--- config.mk ---
export PLATFORM = sky130hd
export DESIGN_NAME = nor_status_guard
export DESIGN_NICKNAME = d
export VERILOG_FILES = /design/src/rtl/nsg_pkg.sv /design/src/rtl/nsg_control.sv /design/src/rtl/nsg_datapath.sv /design/src/rtl/nor_status_guard.sv
export SDC_FILE = /design/constraint.sdc
export NUM_CORES = 1
export LEC_CHECK = 0
export ABC_AREA = 1
export BUFFER_PORTS_ARGS = -buffer_cell sky130_fd_sc_hd__buf_2
export CAP_MARGIN = 20
export CORE_AREA = 5 5 47 49
export CTS_BUF_LIST = sky130_fd_sc_hd__clkbuf_8
export CTS_CLUSTER_DIAMETER = 200
export DETAILED_ROUTE_END_ITERATION = 8
export DIE_AREA = 0 0 52 54
export PLACE_DENSITY_LB_ADDON = 0.3
export SLEW_MARGIN = 10
export SYNTH_ARGS = -nofsm -noshare
export SYNTH_HDL_FRONTEND = slang
export SYNTH_HIERARCHICAL = 1
export SYNTH_SLANG_ARGS = --single-unit
--- constraint.sdc ---
create_clock -name clk -period 1.9 [get_ports clk]
set_clock_uncertainty 0.2 [all_clocks]
set_input_delay 0.19 -clock clk [delete_from_list [all_inputs] [get_ports clk]]
set_output_delay 0.19 -clock clk [all_outputs]
set_load 0.02 [all_outputs]
--- src/rtl/nsg_pkg.sv ---
package nsg_pkg;
  localparam int STATUS_W = 8;

  typedef enum logic [2:0] {
    OP_NONE, OP_WREN, OP_WRDI, OP_STWR, OP_PROG, OP_BERASE, OP_CERASE
  } opKind_e;

  typedef struct packed {
    logic setWel;
    logic clrWel;
    logic startBusy;
    logic endBusy;
    logic loadPend;
    logic grantP;
    logic rejectP;
  } ctrlStrobe_t;
endpackage

--- src/rtl/nsg_control.sv ---
module nsg_control
  import nsg_pkg::*;
#(
  parameter int ADDR_W  = 16,
  parameter int BLOCK_W = 1
) (
  input  logic              reqWren,
  input  logic              reqWrdi,
  input  logic              reqStatusWr,
  input  logic              reqProgram,
  input  logic              reqBlockErase,
  input  logic              reqChipErase,
  input  logic [ADDR_W-1:0] targetAddr,
  input  logic              wpN,
  input  logic              cycleDone,
  input  logic              srwd,
  input  logic [1:0]        bp,
  input  logic              wel,
  input  logic              busy,
  output ctrlStrobe_t       strb
);
  localparam int NUM_BLOCKS = 1 << BLOCK_W;

  opKind_e op;
  logic [NUM_BLOCKS-1:0] protMap;
  logic [BLOCK_W-1:0] blockIdx;
  logic blkProt;
  logic hwLock;
  logic allowed;

  // Fixed priority among simultaneous requests
  always_comb begin
    if (reqWren)            op = OP_WREN;
    else if (reqWrdi)       op = OP_WRDI;
    else if (reqStatusWr)   op = OP_STWR;
    else if (reqProgram)    op = OP_PROG;
    else if (reqBlockErase) op = OP_BERASE;
    else if (reqChipErase)  op = OP_CERASE;
    else                    op = OP_NONE;
  end

  // Per-block protection: any nonzero protect field covers every block
  generate
    for (genvar b = 0; b < NUM_BLOCKS; b++) begin : g_prot
      assign protMap[b] = |bp;
    end
  endgenerate

  assign blockIdx = targetAddr[ADDR_W-1 -: BLOCK_W];
  assign blkProt  = protMap[blockIdx];
  assign hwLock   = srwd & ~wpN;

  always_comb begin
    case (op)
      OP_WREN, OP_WRDI:  allowed = 1'b1;
      OP_STWR:           allowed = wel & ~hwLock;
      OP_PROG, OP_BERASE: allowed = wel & ~blkProt;
      OP_CERASE:         allowed = wel & (bp == 2'b00);
      default:           allowed = 1'b0;
    endcase
  end

  always_comb begin
    strb           = '0;
    strb.endBusy   = cycleDone & busy;
    if (op != OP_NONE) begin
      if (!busy && allowed) strb.grantP = 1'b1;
      else                  strb.rejectP = 1'b1;
    end
    strb.setWel    = strb.grantP & (op == OP_WREN);
    strb.clrWel    = (strb.grantP & (op == OP_WRDI)) | strb.endBusy;
    strb.loadPend  = strb.grantP & (op == OP_STWR);
    strb.startBusy = strb.grantP & (op inside {OP_STWR, OP_PROG, OP_BERASE, OP_CERASE});
  end
endmodule

--- src/rtl/nsg_datapath.sv ---
module nsg_datapath
  import nsg_pkg::*;
(
  input  logic                clk,
  input  logic                rstN,
  input  ctrlStrobe_t         strb,
  input  logic [STATUS_W-1:0] statusData,
  output logic                srwd,
  output logic [1:0]          bp,
  output logic                wel,
  output logic                busy,
  output logic                grantQ,
  output logic                rejectQ,
  output logic                welSetQ,
  output logic                welClrQ
);
  logic       pendValid;
  logic [2:0] pendBits;

  always_ff @(posedge clk) begin
    if (!rstN) begin
      srwd      <= 1'b0;
      bp        <= 2'b00;
      wel       <= 1'b0;
      busy      <= 1'b0;
      pendValid <= 1'b0;
      pendBits  <= 3'b000;
      grantQ    <= 1'b0;
      rejectQ   <= 1'b0;
      welSetQ   <= 1'b0;
      welClrQ   <= 1'b0;
    end else begin
      grantQ  <= strb.grantP;
      rejectQ <= strb.rejectP;
      welSetQ <= strb.setWel;
      welClrQ <= strb.clrWel;
      if (strb.setWel)      wel <= 1'b1;
      else if (strb.clrWel) wel <= 1'b0;
      if (strb.startBusy)    busy <= 1'b1;
      else if (strb.endBusy) busy <= 1'b0;
      if (strb.loadPend) begin
        pendValid <= 1'b1;
        pendBits  <= {statusData[7], statusData[3], statusData[2]};
      end else if (strb.endBusy) begin
        pendValid <= 1'b0;
        if (pendValid) {srwd, bp} <= pendBits;
      end
    end
  end
endmodule

--- src/rtl/nor_status_guard.sv ---
module nor_status_guard
  import nsg_pkg::*;
#(
  parameter int ADDR_W  = 16,
  parameter int BLOCK_W = 1
) (
  input  logic              clk,
  input  logic              rstN,
  input  logic              reqWren,
  input  logic              reqWrdi,
  input  logic              reqStatusWr,
  input  logic [7:0]        statusData,
  input  logic              reqProgram,
  input  logic              reqBlockErase,
  input  logic              reqChipErase,
  input  logic [ADDR_W-1:0] targetAddr,
  input  logic              wpN,
  input  logic              cycleDone,
  output logic [7:0]        statusByte,
  output logic              grant,
  output logic              reject,
  output logic              welSet,
  output logic              welClear
);
  ctrlStrobe_t strb;
  logic srwd, wel, busy;
  logic [1:0] bp;

  nsg_control #(.ADDR_W(ADDR_W), .BLOCK_W(BLOCK_W)) u_ctrl (
    .reqWren(reqWren), .reqWrdi(reqWrdi), .reqStatusWr(reqStatusWr),
    .reqProgram(reqProgram), .reqBlockErase(reqBlockErase),
    .reqChipErase(reqChipErase), .targetAddr(targetAddr), .wpN(wpN),
    .cycleDone(cycleDone), .srwd(srwd), .bp(bp), .wel(wel), .busy(busy),
    .strb(strb)
  );

  nsg_datapath u_dp (
    .clk(clk), .rstN(rstN), .strb(strb), .statusData(statusData),
    .srwd(srwd), .bp(bp), .wel(wel), .busy(busy),
    .grantQ(grant), .rejectQ(reject), .welSetQ(welSet), .welClrQ(welClear)
  );

  assign statusByte = {srwd, 3'b000, bp, wel, busy};
endmodule

---- Word-level counts from Yosys, hierarchy flattened ----
Cells that the tools add are included.
storage, ports and cells
  register bits after elaboration ......... 13
  input bits .............................. 34
cells by class
  reduce and logical (&&, ||, !) cells .... 13
  bitwise gates (word level) .............. 14
  magnitude comparators ................... 1
  equality and inequality tests ........... 6
  mux-type cells .......................... 16
operators with widths
  operator              number
  $mux W3               6
  $and A1 B1 Y1         9
  $eq A3 B3 Y1 const B  3
  $mux W1               8
  $eq A3 B2 Y1 const B  2
  $reduce_bool A2 Y1    3
  $reduce_or A2 Y1      3
  $not A1 Y1            4
  $pmux W1 S4           1
  $reduce_bool A4 Y1    1
  $eq A3 B1 Y1 const B  1
  $reduce_and A3 Y1     1
  $reduce_bool A3 Y1    1
  $logic_not A2 Y1      1
  $lt A1 B2 Y1 const B  1
  $mux W2               1
  $reduce_and A2 Y1     1
  $logic_and A1 B1 Y1   1
  $logic_not A1 Y1      1
  $or A1 B1 Y1          1

---- Logic depth before layout (Yosys ltp) ----
  word-level depth ........................ 16
  mapped depth ............................ 13
  mapped depth without buffers ............ 13

---- Cells and area by module ----
The synthesis kept the hierarchy.
by module, submodules not included
  module            area an instance (sq um)  cells an instance  times used
  nsg_datapath      434.2                     55                 1
  nsg_control       177.7                     38                 1
  nor_status_guard  48.8                      7                  1

---- Worst setup path before layout ----
Ideal clock, no wire load.
  path kind ............................... register to register
  start point ............................. register u_dp.bp[1]
  end point ............................... register u_dp.pendBits[0]
  arrival ................................. 1.359 ns
  slack ................................... 0.225 ns
  clock period less this slack ............ 1.675 ns
  cell stages (with the launch flop) ...... 11
  data required time ...................... 1.584 ns
  cell sequence ........................... dfxtp_1 nor2_1 nand4_1 nand2_1 nand3_1 nand2_2 nand2_2 nor2_1 inv_1 o21ai_0 nor2_1
RTL lines
  item                    RTL line            RTL
  from (decl)             nsg_datapath.sv:9   output logic [1:0] bp,
  from (signal assigned)  nsg_datapath.sv:46  if (pendValid) {srwd, bp} <= pendBits;
  to (signal assigned)    nsg_datapath.sv:43  pendBits <= {statusData[7], statusData[3], statusData[2]};
  to (decl)               nsg_datapath.sv:18  logic [2:0] pendBits;

==> results.sh <==
export IMPL_nets=157
export IMPL_irDropWorstVdd_uv=379
export IMPL_grt_first_pass_wirelength_um=2010
export IMPL_timing_final_crit_period_ns=1.64
export IMPL_dp_cells=144
export IMPL_r2r_slack_ns=0.26
export IMPL_end_kind="flip-flop"
export IMPL_finalSetupViolations=0
export IMPL_drt_iter0_markers=5
export IMPL_outcome="finished clean"
export IMPL_final_util=0.448
export IMPL_synth_seq_area_share=0.394
export IMPL_p_per_area_mw_per_mm2=787
export IMPL_grt_usage=0.0973
export IMPL_fmax_mhz=610
export IMPL_ys_types=17
export IMPL_fin_crit_sh=0.863
export IMPL_synth_most_common_cell="nand2_1"
export IMPL_ctsResizeCount=0
export IMPL_die_h_um=54
export IMPL_num_vias=600
export IMPL_clock_latency_ns=0.24
export IMPL_syn_avg_cell_area_um2=6.61
export IMPL_path_clk_slew_ns=0.05
export IMPL_grt_overflow=0
export IMPL_h_tree_depth=1
export IMPL_drc=0
export IMPL_cp_max_fo=4
export IMPL_clk_path_buf_depth=2
export IMPL_area_delta_synth_final_pct=23.7
export IMPL_r2r_start="u_dp/bp[1]$_SDFFE_PN0P_"
export IMPL_wirelength_um=1240
export IMPL_pin_count=46
export IMPL_syn_area_um2=661
export IMPL_port_buffers=21
export IMPL_ys_flop_type="dfxtp_1"
export IMPL_core_area_mm2=0.00182
export IMPL_drt_pass1_iter_count=2
export IMPL_cts_made_buffers=3
export IMPL_netlist_area_leader_share=0.394
export IMPL_synth_edf_count=0
export IMPL_ys_warn_count=6
export IMPL_maxCapViolCount=0
export IMPL_fin_hold_ws_ns=0.00200
export IMPL_cp_required_ns=1.88
export IMPL_grt_pass1_vias=559
export IMPL_syn_inst=100
export IMPL_rr_worst_depth=12
export IMPL_diodes=0
export IMPL_root_buffer="clkbuf_8"
export IMPL_dieArea_mm2=0.00281
export IMPL_die_width_um=52
export IMPL_power_total_mw=0.643
export IMPL_gp_congestion=0.717
export IMPL_hold_viol=0
export IMPL_grt_max_degree=13
export IMPL_synthTopCellsByCount="23 x nand2_1, 19 x nor2_1, 17 x inv_1"
export IMPL_cts_sinks=13
export IMPL_synth_area_leader_cell="dfxtp_1"
export IMPL_final_setup_tns_ns=0
export IMPL_path_class="reg -> reg"
export IMPL_place_hpwl_um=989
export IMPL_synthArstFlopShare=0
export IMPL_finalNonFillerCells=149
export IMPL_fill_cells=203
export IMPL_cts_tree="done"
export IMPL_p_leak_nw=0.456
export IMPL_antenna_left=0
export IMPL_grt_antenna_before_repair=0
export IMPL_synth_area_leaders="dfxtp_1 39%, nand2_1 13%, nor2_1 11%, inv_1 9.7%, buf_4 8.0%"
export IMPL_drv_slew=0
export IMPL_hp_class="in -> reg"
export IMPL_r2r_end="u_dp/srwd$_SDFFE_PN0P_"
export IMPL_ys_ff_latch=13
export IMPL_critPathLaunch="u_dp/bp[1]$_SDFFE_PN0P_"
export IMPL_rows=16
export IMPL_drive_gt1_frac=0.270
export IMPL_drt_wirelength_per_cell_um=8.31
export IMPL_crit_end="u_dp/srwd$_SDFFE_PN0P_"
export IMPL_crit_path_start_kind="flip-flop"
export IMPL_rsz0062_at_grt="no"
export IMPL_routed_via_density=4.03
export IMPL_start_util=0.363
export IMPL_worstPathArrival_ns=1.62
[power by group]
part,internal [mW],switching [mW]
clock,0.142,0.0937
sequential,0.289,0.00679
combinational,0.0414,0.0694
total,0.473,0.170
[worst min path at each step]
stage             startpoint                            end  cells past startpoint
2_1_floorplan           rstN    u_dp/pendValid$_SDFFE_PN0P_                      2
3_3_place_gp   statusData[7]  u_dp/pendBits[2]$_SDFFE_PN0P_                      3
3_5_place_dp   statusData[2]  u_dp/pendBits[0]$_SDFFE_PN0P_                      3
4_1_cts        statusData[7]  u_dp/pendBits[2]$_SDFFE_PN0P_                      3
5_1_grt        statusData[7]  u_dp/pendBits[2]$_SDFFE_PN0P_                      3
6_report       statusData[7]  u_dp/pendBits[2]$_SDFFE_PN0P_                      3
[area by class of cell]
class	count	area [um^2]	area share
Inverter	18	67.6	0.0827
Tap cell	27	33.8	0.0413
Clock buffer	3	41.3	0.0505
Timing Repair Buffer	23	123	0.150
Sequential cell	13	260	0.319
Clock inverter	1	3.75	0.00459
Multi-Input combinational cell	64	288	0.352
[layer usage]
| layer | part of all wire | GRT usage | up-vias |
|---|---|---|---|
| li1 | - | - | 331 |
| met1 | 0.46 | 0.0982 | 254 |
| met2 | 0.47 | 0.176 | 13 |
| met3 | 0.058 | 0.0249 | 2 |
| met4 | 0.0097 | 0.0655 | 0 |
| met5 | 0 | 0 | - |
[worst max-delay path, cell delays in order, from the launching register on]
cell,delay [ns]
dfxtp_1,0.31
nor2_1,0.12
nand4_1,0.10
nand2_1,0.08
nand3_1,0.09
nand2_2,0.08
nand2_2,0.06
nor2_1,0.15
buf_4,0.16
nor2_1,0.05
nand2_1,0.06
nand2_1,0.04
nor2_1,0.07
[repair_timing]
| item | in CTS | in global routing |
|---|---|---|
| buffers inserted | 0 | 0 |
| hold endpoints to repair | 1 | 0 |
| hold buffers | 1 | 0 |
[cell usage in the layout, fill, tap and decap left out, drive strengths merged]
| master | instances |
|---|---|
| conb | 3 |
| nand4 | 2 |
| buf | 22 |
| clkbuf | 3 |
| nor2 | 21 |
| a21oi | 5 |
| nand3b | 1 |
| inv | 19 |
| o21ai | 3 |
| and2 | 1 |
| dfxtp | 13 |
| nand3 | 3 |
| dlygate4sd3 | 1 |
| nand2 | 25 |
[logic make-up after synthesis]
| logic type | count (synthesis) | share of synthesized area |
|---|---|---|
| and+or+nand+nor | 53 | 0.347 |
| other | 1 | 0.00568 |
| DFF | 13 | 0.394 |
| AOI/OAI and AO/OA | 8 | 0.0720 |
| buffers and inverters | 25 | 0.182 |
[registers in the layout, summed over array words and instances (netlist names)]
name,count
u_dp/pendBits,3
u_dp/bp,2
u_dp/busy,1
u_dp/grantQ,1
u_dp/pendValid,1
u_dp/rejectQ,1
u_dp/srwd,1
u_dp/wel,1
u_dp/welClrQ,1
u_dp/welSetQ,1
[stage by stage]
step	instance area, um^2	setup WS, ns
after floorplan	668	0.225
after detailed placement	762	0.167
after global placement	762	0.179
after global routing	817	0.119
final	817	0.261
after CTS	817	0.278
(Power assumes the default switching activity.)
